$ cat config.mk
export PLATFORM = sky130hd
export DESIGN_NAME = cell_bal_ctrl
export DESIGN_NICKNAME = d
export VERILOG_FILES = /design/src/rtl/cbal_pkg.sv /design/src/rtl/cbal_timer.sv /design/src/rtl/cbal_mask_reg.sv /design/src/rtl/cbal_drive.sv /design/src/rtl/cell_bal_ctrl.sv
export SDC_FILE = /design/constraint.sdc
export NUM_CORES = 1
export LEC_CHECK = 0
export BUFFER_PORTS_ARGS = -buffer_cell sky130_fd_sc_hd__buf_2
export CORE_MARGIN = 1
export CORE_UTILIZATION = 46
export CTS_BUF_LIST = sky130_fd_sc_hd__clkbuf_2 sky130_fd_sc_hd__clkbuf_4 sky130_fd_sc_hd__clkbuf_8
export DETAILED_ROUTE_END_ITERATION = 16
export PLACE_DENSITY = 0.73
export SLEW_MARGIN = 20
export SYNTH_ARGS = -nofsm -noshare
export SYNTH_HDL_FRONTEND = slang
export SYNTH_HIERARCHICAL = 1
export SYNTH_SLANG_ARGS = --single-unit
$ cat constraint.sdc
create_clock -name clk -period 3.85 [get_ports clk]
set_input_delay 0.385 -clock clk [delete_from_list [all_inputs] [get_ports clk]]
set_output_delay 0.385 -clock clk [all_outputs]
set_load 0.05 [all_outputs]
$ cat src/rtl/cbal_pkg.sv
package cbal_pkg;
  typedef enum logic [1:0] {
    UPD_HOLD   = 2'd0,
    UPD_CANCEL = 2'd1,
    UPD_WRITE  = 2'd2,
    UPD_EXPIRE = 2'd3
  } upd_e;
endpackage

$ cat src/rtl/cbal_timer.sv
module cbal_timer #(
  parameter int TIME_W = 8
) (
  input  logic              clk,
  input  logic              rst,
  input  logic              load,
  input  logic              clear,
  input  logic              tick,
  input  logic [TIME_W-1:0] load_val,
  output logic              expire
);
  localparam logic [TIME_W-1:0] ONE = TIME_W'(1);

  logic [TIME_W-1:0] cnt_q;

  // Expiry is only reported when neither cancel nor write preempts it
  assign expire = tick && (cnt_q == ONE) && !load && !clear;

  always_ff @(posedge clk) begin
    if (rst) begin
      cnt_q <= '0;
    end else if (clear) begin
      cnt_q <= '0;
    end else if (load) begin
      cnt_q <= load_val;
    end else if (tick && cnt_q != '0) begin
      cnt_q <= cnt_q - ONE;
    end
  end
endmodule

$ cat src/rtl/cbal_mask_reg.sv
module cbal_mask_reg
  import cbal_pkg::*;
#(
  parameter int N_CELLS = 16
) (
  input  logic               clk,
  input  logic               rst,
  input  upd_e               upd,
  input  logic [N_CELLS-1:0] wr_data,
  output logic [N_CELLS-1:0] mask_next,
  output logic [N_CELLS-1:0] mask_q,
  output logic               evt_q,
  output logic               active_q
);
  always_comb begin
    unique case (upd)
      UPD_CANCEL: mask_next = '0;
      UPD_EXPIRE: mask_next = '0;
      UPD_WRITE:  mask_next = wr_data;
      default:    mask_next = mask_q;
    endcase
  end

  always_ff @(posedge clk) begin
    if (rst) begin
      mask_q   <= '0;
      evt_q    <= 1'b0;
      active_q <= 1'b0;
    end else begin
      mask_q   <= mask_next;
      evt_q    <= (mask_next != mask_q);
      active_q <= |mask_next;
    end
  end
endmodule

$ cat src/rtl/cbal_drive.sv
module cbal_drive #(
  parameter int N_CELLS = 16
) (
  input  logic               clk,
  input  logic               rst,
  input  logic               squeeze,
  input  logic [N_CELLS-1:0] mask_next,
  output logic [N_CELLS-1:0] drv_q
);
  for (genvar i = 0; i < N_CELLS; i++) begin : g_cell
    always_ff @(posedge clk) begin
      if (rst) drv_q[i] <= 1'b0;
      else     drv_q[i] <= mask_next[i] & ~squeeze;
    end
  end
endmodule

$ cat src/rtl/cell_bal_ctrl.sv
module cell_bal_ctrl
  import cbal_pkg::*;
#(
  parameter int N_CELLS = 16,
  parameter int TIME_W  = 8,
  parameter int FLT_W   = 4
) (
  input  logic               clk,
  input  logic               rst,
  input  logic               mask_wr_en,
  input  logic [N_CELLS-1:0] mask_wr_data,
  input  logic               cfg_wr_en,
  input  logic               cfg_cont_wr,
  input  logic [TIME_W-1:0]  cfg_time_wr,
  input  logic [FLT_W-1:0]   flt_in,
  input  logic               csum_flt,
  input  logic               squeeze_en,
  input  logic               tick,
  output logic [N_CELLS-1:0] bal_drv,
  output logic               bal_active,
  output logic               csum_evt,
  output logic [N_CELLS-1:0] mask_rd,
  output logic               cont_rd,
  output logic [TIME_W-1:0]  cfg_time_rd
);
  logic               cont_q;
  logic [TIME_W-1:0]  time_q;
  logic               cancel;
  logic               expire;
  upd_e               upd;
  logic [N_CELLS-1:0] mask_next;

  // Configuration register: touched only by host configuration writes
  always_ff @(posedge clk) begin
    if (rst) begin
      cont_q <= 1'b0;
      time_q <= '0;
    end else if (cfg_wr_en) begin
      cont_q <= cfg_cont_wr;
      time_q <= cfg_time_wr;
    end
  end

  // Checksum fault deliberately not part of the cancel term
  assign cancel = !cont_q && (|flt_in);

  always_comb begin
    if (cancel)          upd = UPD_CANCEL;
    else if (mask_wr_en) upd = UPD_WRITE;
    else if (expire)     upd = UPD_EXPIRE;
    else                 upd = UPD_HOLD;
  end

  cbal_timer #(.TIME_W(TIME_W)) timer_i (
    .clk      (clk),
    .rst      (rst),
    .load     (mask_wr_en),
    .clear    (cancel),
    .tick     (tick),
    .load_val (time_q),
    .expire   (expire)
  );

  cbal_mask_reg #(.N_CELLS(N_CELLS)) mask_i (
    .clk       (clk),
    .rst       (rst),
    .upd       (upd),
    .wr_data   (mask_wr_data),
    .mask_next (mask_next),
    .mask_q    (mask_rd),
    .evt_q     (csum_evt),
    .active_q  (bal_active)
  );

  cbal_drive #(.N_CELLS(N_CELLS)) drive_i (
    .clk       (clk),
    .rst       (rst),
    .squeeze   (squeeze_en),
    .mask_next (mask_next),
    .drv_q     (bal_drv)
  );

  assign cont_rd     = cont_q;
  assign cfg_time_rd = time_q;
endmodule

### Word-level counts from Yosys, hierarchy flattened

Index checks and enable logic that the tools add are counted.

* logic and storage cells: 65
* output and inout bits: 43
* bits in registers: 51
* input bits: 36

* $add $sub $neg: 1
* reduce and logical (&&, ||, !) cells: 14
* eq/ne operators: 5
* mux-type cells: 6
* bitwise operators: 17

Operators by type and width (number)
* case mux 16 bit (2 select lines): 1
* bitwise AND 1 bit: 16
* two-way mux 8 bit: 2
* != test 16 bit: 1
* OR reduction 16 bit: 1
* equality test 8 x 1 -> 1 bit, second input constant: 1
* nonzero test 8 bit: 1
* subtractor 8 x 1 -> 8 bit, second input constant: 1
* two-way mux 2 bit: 3
* logical AND 1 bit: 5
* equality test 2 bit, second input constant: 2
* OR reduction 2 bit: 2
* OR reduction 4 bit: 1
* zero test 1 bit: 3
* equality test 2 x 1 -> 1 bit, second input constant: 1
* nonzero test 2 bit: 1
* NOT 1 bit: 1

### Logic depth before layout (Yosys ltp)

Gate-level depths: netlist of run 1.

* depth in word-level cells: 11
* mapped depth: 11
* gate-level depth less buffers: 10

### Cells and area by module

The synthesis of run 1 kept the hierarchy.

Modules (own cells, without submodules)
* cbal_mask_reg: instances 1, area each 1078.5 um^2, seq. area each 360.3 um^2, cells an instance 136
* cbal_drive: instances 1, area each 544.3 um^2, seq. area each 320.3 um^2, cells an instance 36
* cbal_timer: instances 1, area each 513.0 um^2, seq. area each 160.2 um^2, cells an instance 60
* cell_bal_ctrl: instances 1, area each 350.3 um^2, seq. area each 180.2 um^2, cells an instance 34

### Least setup slack after synthesis of run 1

Ideal clock, no wire load.

* path kind: input to register
* from: in flt_in[1]
* to: reg drive_i.drv_q[0]
* path slack: 1028 ps
* data required time: 3735 ps
* cell stages on the path: 11
* setup time: 115 ps
* data arrival time: 2706 ps
* buffers on the path: 3
* cell sequence: nor4_2 > nor2_1 > or4b_2 > nor4_1 > inv_1 > o22ai_1 > buf_2 > buf_2 > buf_1 > nor2_1 > nor3b_2

* longest elaborated chain between the ends: 11
* elaborated cells between the ends (all ways): 13
* classes of those cells: eq/ne: 3; mux: 4; bitwise: 1; reduce/logical: 5

Ends and longest elaborated chain
* start: declaration: RTL line cell_bal_ctrl.sv:15 `input logic [FLT_W-1:0] flt_in,`
* OR reduction 4 bit (*): RTL line cell_bal_ctrl.sv:45 `assign cancel = !cont_q && (|flt_in);`
* logical AND 1 bit (*): RTL line cell_bal_ctrl.sv:45
* net cancel: RTL line cell_bal_ctrl.sv:28 `logic cancel;`
* zero test 1 bit (*): RTL line cbal_timer.sv:17 `assign expire = tick && (cnt_q == ONE) && !load && !clear;`
* logical AND 1 bit (*): RTL line cbal_timer.sv:17
* net expire: RTL line cell_bal_ctrl.sv:29 `logic expire;`
* two-way mux 2 bit (*): RTL line cell_bal_ctrl.sv:50 `else if (expire) upd = UPD_EXPIRE;`
* two-way mux 2 bit (*): RTL line cell_bal_ctrl.sv:49 `else if (mask_wr_en) upd = UPD_WRITE;`
* two-way mux 2 bit (*): RTL line cell_bal_ctrl.sv:48 `if (cancel) upd = UPD_CANCEL;`
* net upd[0]: RTL line cell_bal_ctrl.sv:30 `upd_e upd;`
* equality test 2 x 1 -> 1 bit or equality test 2 bit (tied branches): RTL line cbal_mask_reg.sv:16 `unique case (upd)`
* OR reduction 2 bit (no line)
* case mux 16 bit (2 select lines) (*): RTL line cbal_mask_reg.sv:16
* net mask_next[0]: RTL line cell_bal_ctrl.sv:31 `logic [N_CELLS-1:0] mask_next;`
* bitwise AND 1 bit (*): RTL line cbal_drive.sv:13 `else drv_q[i] <= mask_next[i] & ~squeeze;`
* end signal: indexed assignment: RTL line cbal_drive.sv:13
* end: declaration: RTL line cbal_drive.sv:8 `output logic [N_CELLS-1:0] drv_q`

The timed path passes the listed nets; every way through them passes the cells marked *.
A chain may end at the register's enable or synchronous reset.

### Worst setup path in the final report of run 1

* from: in flt_in[1]
* to: reg drive_i.drv_q[13]

The elaborated chain is that of the path after synthesis.

==> metrics.cfg, run 1 <==
[run_status]
status=complete, no violations

[grt]
overflow=0
grt_usage_pct=20.4
grt_max_degree=46
grt_pass1_wl_mm=8.69
antenna_found_initial=0
grt_pass1_vias=1791

[routing]
drtAntennaViolNets=0
via_per_inst=5.30
post_drt_wl_per_cell_um=14.0
drc_errors=0
first_pass_iters=5
drt_iter0_markers=104
num_vias=2172
wirelength_mm=5.76

[layout]
drive_above_1_share_pct=31.5
fin_util_pct=57.8
antenna_cells=0
fillCellCount=478
final_common_cell=buf_2
final_cell_mix=buf_2, dfxtp_1, nor2_1
nets=378
syn2layout_area_growth_pct=19.5

[timing]
rsz0062_at_grt=no
slew_violations=0
timing.final.hold_violations=0
worst_pin_slew_ps=881
hold_ws_ps=318
finalSetupViolCount=0
max_freq_ghz=0.310
final.period_utilization_pct=83.8
skew_ps=5.06
setup_tns_ps=0
period_minus_slack_ps=3220
relSlewSlack_pct=41.3
worst_slack_ps=626

[worst_setup_path]
r2r-end=drive_i/drv_q[13]$_SDFF_PP0_
r2r_setup_slack_ps=830
end_kind=flop
cp.required_ps=4010
cp.depth=10
critPathMaxStageDelay_ps=630
slowest_stage=or4b_2
cp-start-kind=primary input
path_cells=buf_2, nor4_2, nor2_1, or4b_2, nor4_1, o22a_1, buf_4, mux2i_1, nor2_1, nor3b_1
path_buf_inv=2
criticalPathCategory=in -> reg
rr_worst_depth=9
critPathArrivalTime_ps=3380
crit_family=simple AND/OR/NAND/NOR gates
path_common_cell=nor2_1
worst-path-max-fanout=9
r2r_start=timer_i/cnt_q[1]$_SDFFE_PP0P_

[placement]
hpwl_mm=4.30
portBuffers=77
gp_congestion=0.864
pre_cts_slack_ps=416

[synth]
yosysUniqueCellTypes=47
synth_ff_type=dfxtp_1
synth_async_sr_flop_share_pct=0
syn-cell-area_um2=2490
yosysSeqAreaShare_pct=41.1
synthCells=266
synth-seq-cells=51
syn_area_per_cell_um2=9.35
ys_warn_count=6
synth_nets=305
synth_edf_count=0

[floorplan]
die_area_um2=5700
dieHeight_um=75.5
initial_core_util_pct=48.4
rows=26
num_io_pins=79
core-area_um2=5140
die_w_um=75.5

[power_and_ir_drop]
power.leakage_nw=1.24
peakVddDrop_mv=0.282
power_density_nw_per_um2=342
power.total_w=0.00101

[clocking]
root_buffer=clkbuf_8
cts_tree=built
htreeDepth=2
clockBufferDepth=2
numCtsBuffers=5
clkTransAtPathRegs_ps=90
cts_hold_buf=0
cts_resized=0
cts_setup_buffers=0
clkSinkCount=51
clk_latency_ps=300

[min_path]
hold_depth=3
min_path_type=in -> reg
worst_hold_startpoint=cfg_time_wr[6]
min_delay_worst_endpoint=cfg_time_rd[6]$_SDFFE_PP0P_

[flow_run]
drv_cap=0

[synthesized netlist by cell type (all sizes together), types with 4 or more instances]
library cell	count	area, um2
mux2i	25	250
o22ai	4	25.0
nor4	12	87.6
o21ai	7	35.0
nand2b	12	75.1
a31oi	5	31.3
nand2	4	15.0
dfxtp	51	1020
nor3	19	100
inv	22	82.6
buf	12	103
nor2	32	120
nor3b	16	170
a22oi	4	30.0
o2111ai	4	35.0
[flip-flops by register name, summed over array words and instances, names as in the netlist]
signal / cells
drive_i/drv_q: 16
mask_i/mask_q: 16
cfg_time_rd: 8
timer_i/cnt_q: 8
cont_rd: 1
mask_i/active_q: 1
mask_i/evt_q: 1
[per-layer routing]
metal / global-route usage (%) / share of wire (%)
met1: 30.7 / 50
met2: 28.7 / 43
met3: 4.76 / 6.3
met4: 5.97 / 0.66
met5: 0 / 0
[area by class of cell]
class	instances	area (um2)	area share [%]
flip-flops and latches	51	1020	34.4
repair buffers	81	415	14.0
clock buffers	6	76.3	2.57
well taps	70	87.6	2.95
multi-input cells	178	1270	42.9
clock inverters	2	12.5	0.421
inverters	22	82.6	2.78
[per-stage QoR]
stage          std cells  cell area, um2
3_3_place_gp         402            2880
4_1_cts              410            2970
2_1_floorplan        266            2490
6_report             410            2970
3_5_place_dp         402            2880
5_1_grt              410            2970
[power breakdown]
part | total, W | internal [W] | switching (W) | leakage (nW)
clock | 0.000306 | 0.000134 | 0.000171 | 0.0446
sequential | 0.000548 | 0.000538 | 0.00000984 | 0.413
combinational | 0.000162 | 0.0000578 | 0.000104 | 0.785
[worst register-to-register path, cell delays in order (launching register included)]
cell	delay [ps]
dfxtp_1	340
inv_1	110
ha_1	150
or4b_2	590
nor4_1	340
o22a_1	510
buf_4	290
mux2i_1	360
nor2_1	60
nor3b_1	140
[how the worst max path moves through the flow]
stage,slack (ps),from,to
global route,450,flt_in[1],mask_i/active_q$_SDFF_PP0_
detailed placement,420,flt_in[1],mask_i/active_q$_SDFF_PP0_
finish,630,flt_in[1],drive_i/drv_q[13]$_SDFF_PP0_
floorplan,1030,flt_in[1],drive_i/drv_q[0]$_SDFF_PP0_
global placement,460,flt_in[1],drive_i/drv_q[13]$_SDFF_PP0_
CTS,650,flt_in[1],mask_i/active_q$_SDFF_PP0_
[logic make-up (layout without fill, tap and decap cells)]
logic type	after synthesis	in the layout	synth area share, %
AO/OA/AOI/OAI	43	43	12.5
XOR/XNOR	3	3	1.06
adder cells (fa/ha/maj)	3	3	1.51
buffers and inverters	37	111	7.90
flip-flops	51	51	41.1
multiplexers	25	25	10.1
AND/OR/NAND/NOR	104	104	25.9
Power figures use the tool's default switching activity.
==> run 2: changes to the inputs <==
- clock period: 3.85 -> 3.4 ns (I/O delays scaled with it)
==> run 2 against run 1 <==
  * Critical path depth up 1
  * Global-route usage up 1.8 points
  * Sequential power up 13%
  * Via count about the same
  * Clock skew up 3.3 ps
  * Power up 24%
  * Routed wire length up 5.6%
  * Count of clock-buffer cells in the layout unchanged
  * Combinational power up 15%
  * Sequential cell count unchanged
  * Clock power up 49%
  * Register-to-register slack worse by 270 ps
==> metrics.cfg, run 2 (synthesized netlist as in run 1, its figures left out) <==
[run_status]
status=complete, no violations  ; unchanged

[floorplan]
rows=26  ; unchanged
die_area_um2=5700  ; unchanged
num_io_pins=79  ; unchanged
die_w_um=75.5  ; unchanged
initial_core_util_pct=48.4  ; unchanged
core-area_um2=5140  ; unchanged
dieHeight_um=75.5  ; unchanged

[routing]
num_vias=2173  ; was 2172
drc_errors=0  ; unchanged
first_pass_iters=4  ; was 5
via_per_inst=5.29  ; was 5.30
post_drt_wl_per_cell_um=14.8  ; was 14.0 um
wirelength_mm=6.08  ; was 5.76 mm
drtAntennaViolNets=0  ; unchanged
drt_iter0_markers=166  ; was 104

[layout]
final_cell_mix=buf_2, dfxtp_1, nor2_1  ; unchanged
antenna_cells=0  ; unchanged
nets=379  ; was 378
syn2layout_area_growth_pct=21.6  ; was 19.5%
fin_util_pct=58.8  ; was 57.8%
drive_above_1_share_pct=31.7  ; was 31.5%
final_common_cell=buf_2  ; unchanged
reg_top3=drive_i/drv_q x16, mask_i/mask_q x16  ; unchanged

[worst_setup_path]
criticalPathCategory=in -> reg  ; unchanged
cp-start-kind=primary input  ; unchanged
rr_worst_depth=9  ; unchanged
r2r_start=timer_i/cnt_q[0]$_SDFFE_PP0P_  ; was timer_i/cnt_q[1]$_SDFFE_PP0P_
end_kind=flop  ; unchanged
critPathArrivalTime_ps=3060  ; was 3380 ps
r2r_setup_slack_ps=560  ; was 830 ps
r2r-end=mask_i/active_q$_SDFF_PP0_  ; was drive_i/drv_q[13]$_SDFF_PP0_
cp.required_ps=3580  ; was 4010 ps
worst-path-max-fanout=19  ; was 9

[grt]
grt_pass1_wl_mm=9.49  ; was 8.69 mm
antenna_found_initial=0  ; unchanged
grt_usage_pct=22.1  ; was 20.4%
grt_max_degree=44  ; was 46
grt_pass1_vias=1935  ; was 1791
overflow=0  ; unchanged

[timing]
period_minus_slack_ps=2890
final.period_utilization_pct=84.9
timing.final.hold_violations=0  ; unchanged
slew_violations=0  ; unchanged
worst_pin_slew_ps=613  ; was 881 ps
max_freq_ghz=0.347
finalSetupViolCount=0  ; unchanged
skew_ps=8.36  ; was 5.06 ps
setup_tns_ps=0  ; unchanged
relSlewSlack_pct=59.0  ; was 41.3%
rsz0062_at_grt=no  ; unchanged

[clocking]
clkSinkCount=51  ; unchanged
clockBufferDepth=2  ; unchanged
root_buffer=clkbuf_8  ; unchanged
clk_latency_ps=310  ; was 300 ps
htreeDepth=2  ; unchanged
clkTransAtPathRegs_ps=100  ; was 90 ps
cts_hold_buf=0  ; unchanged
cts_resized=0  ; unchanged
numCtsBuffers=5  ; unchanged
cts_tree=built  ; unchanged
cts_setup_buffers=0  ; unchanged

[power_and_ir_drop]
swShare_pct=27.2  ; was 28.1%
internal_power_w=0.000919  ; was 0.000730 W
p_sw_w=0.000343  ; was 0.000285 W
peakVddDrop_mv=0.242  ; was 0.282 mV
seq_power_share_pct=49.1  ; was 54.0%
power_frac_clock_pct=36.0  ; was 30.1%
power.leakage_nw=1.27  ; was 1.24 nW
p_comb_share_pct=14.8  ; was 15.9%
power_density_nw_per_um2=418  ; was 342 nW/um2

[min_path]
hold_depth=3  ; unchanged
min_path_type=in -> reg  ; unchanged
worst_hold_startpoint=cfg_time_wr[7]  ; was cfg_time_wr[6]
min_delay_worst_endpoint=cfg_time_rd[7]$_SDFFE_PP0P_  ; was cfg_time_rd[6]$_SDFFE_PP0P_

[placement]
hpwl_mm=4.37  ; was 4.30 mm
portBuffers=77  ; unchanged
gp_congestion=0.860  ; was 0.864

[flow_run]
drv_cap=0  ; unchanged

## run 2: how the worst max path moves through the flow
stage	start	to	slack, ps	depth (start not counted)
2_1_floorplan	cont_rd$_SDFFE_PP0P_	drive_i/drv_q[0]$_SDFF_PP0_	590	10
3_3_place_gp	flt_in[1]	mask_i/active_q$_SDFF_PP0_	300	11
3_5_place_dp	flt_in[1]	mask_i/active_q$_SDFF_PP0_	180	11
4_1_cts	flt_in[1]	mask_i/active_q$_SDFF_PP0_	530	11
5_1_grt	flt_in[1]	mask_i/active_q$_SDFF_PP0_	380	11
6_report	flt_in[1]	mask_i/active_q$_SDFF_PP0_	510	11
## run 2: final cells by class
type,count,area [um2]
well taps,70,87.6
fillers,481,2120
clock buffers,6,82.6
clock inverters,2,38.8
inverters,22,82.6
repair buffers,82,435
multi-input cells,178,1270
flip-flops and latches,51,1020
## run 2: stage by stage
step | setup slack [ps] | std cells | power [W] | instance area, um2 | hold slack, ps
2_1_floorplan | 587 | 266 | 0.000766 | 2490 | 487
3_3_place_gp | 298 | 403 | 0.000816 | 2900 | 491
3_5_place_dp | 184 | 403 | 0.000818 | 2900 | 500
4_1_cts | 534 | 411 | 0.00127 | 3020 | 257
5_1_grt | 377 | 411 | 0.00131 | 3020 | 263
6_report | 515 | 411 | 0.00126 | 3020 | 262
## run 2: critical path, stage by stage
cell	delay, ps
buf_2	100
nor4_2	350
nor2_1	120
or4b_2	610
nor4_1	300
o22a_1	260
buf_12	180
mux2i_1	270
nor2_1	100
nor4_2	280
a41oi_1	130
## run 2: metal layers
| layer | part of all wire [%] | vias up | track usage [%] |
|---|---|---|---|
| met4 | 1.5 | 0 | 8.02 |
| li1 | - | 1103 | - |
| met5 | 0 | - | 0 |
| met2 | 43 | 84 | 31.9 |
| met3 | 6.4 | 8 | 4.89 |
| met1 | 49 | 978 | 32.2 |
## run 2: power groups by stage
stage               Clock (W)  Combinational, W  Sequential [W]
floorplan                   0          0.000101        0.000666
global placement            0          0.000183        0.000634
detailed placement          0          0.000184        0.000634
CTS                  0.000464          0.000186        0.000620
global route         0.000490          0.000202        0.000622
finish               0.000455          0.000187        0.000620
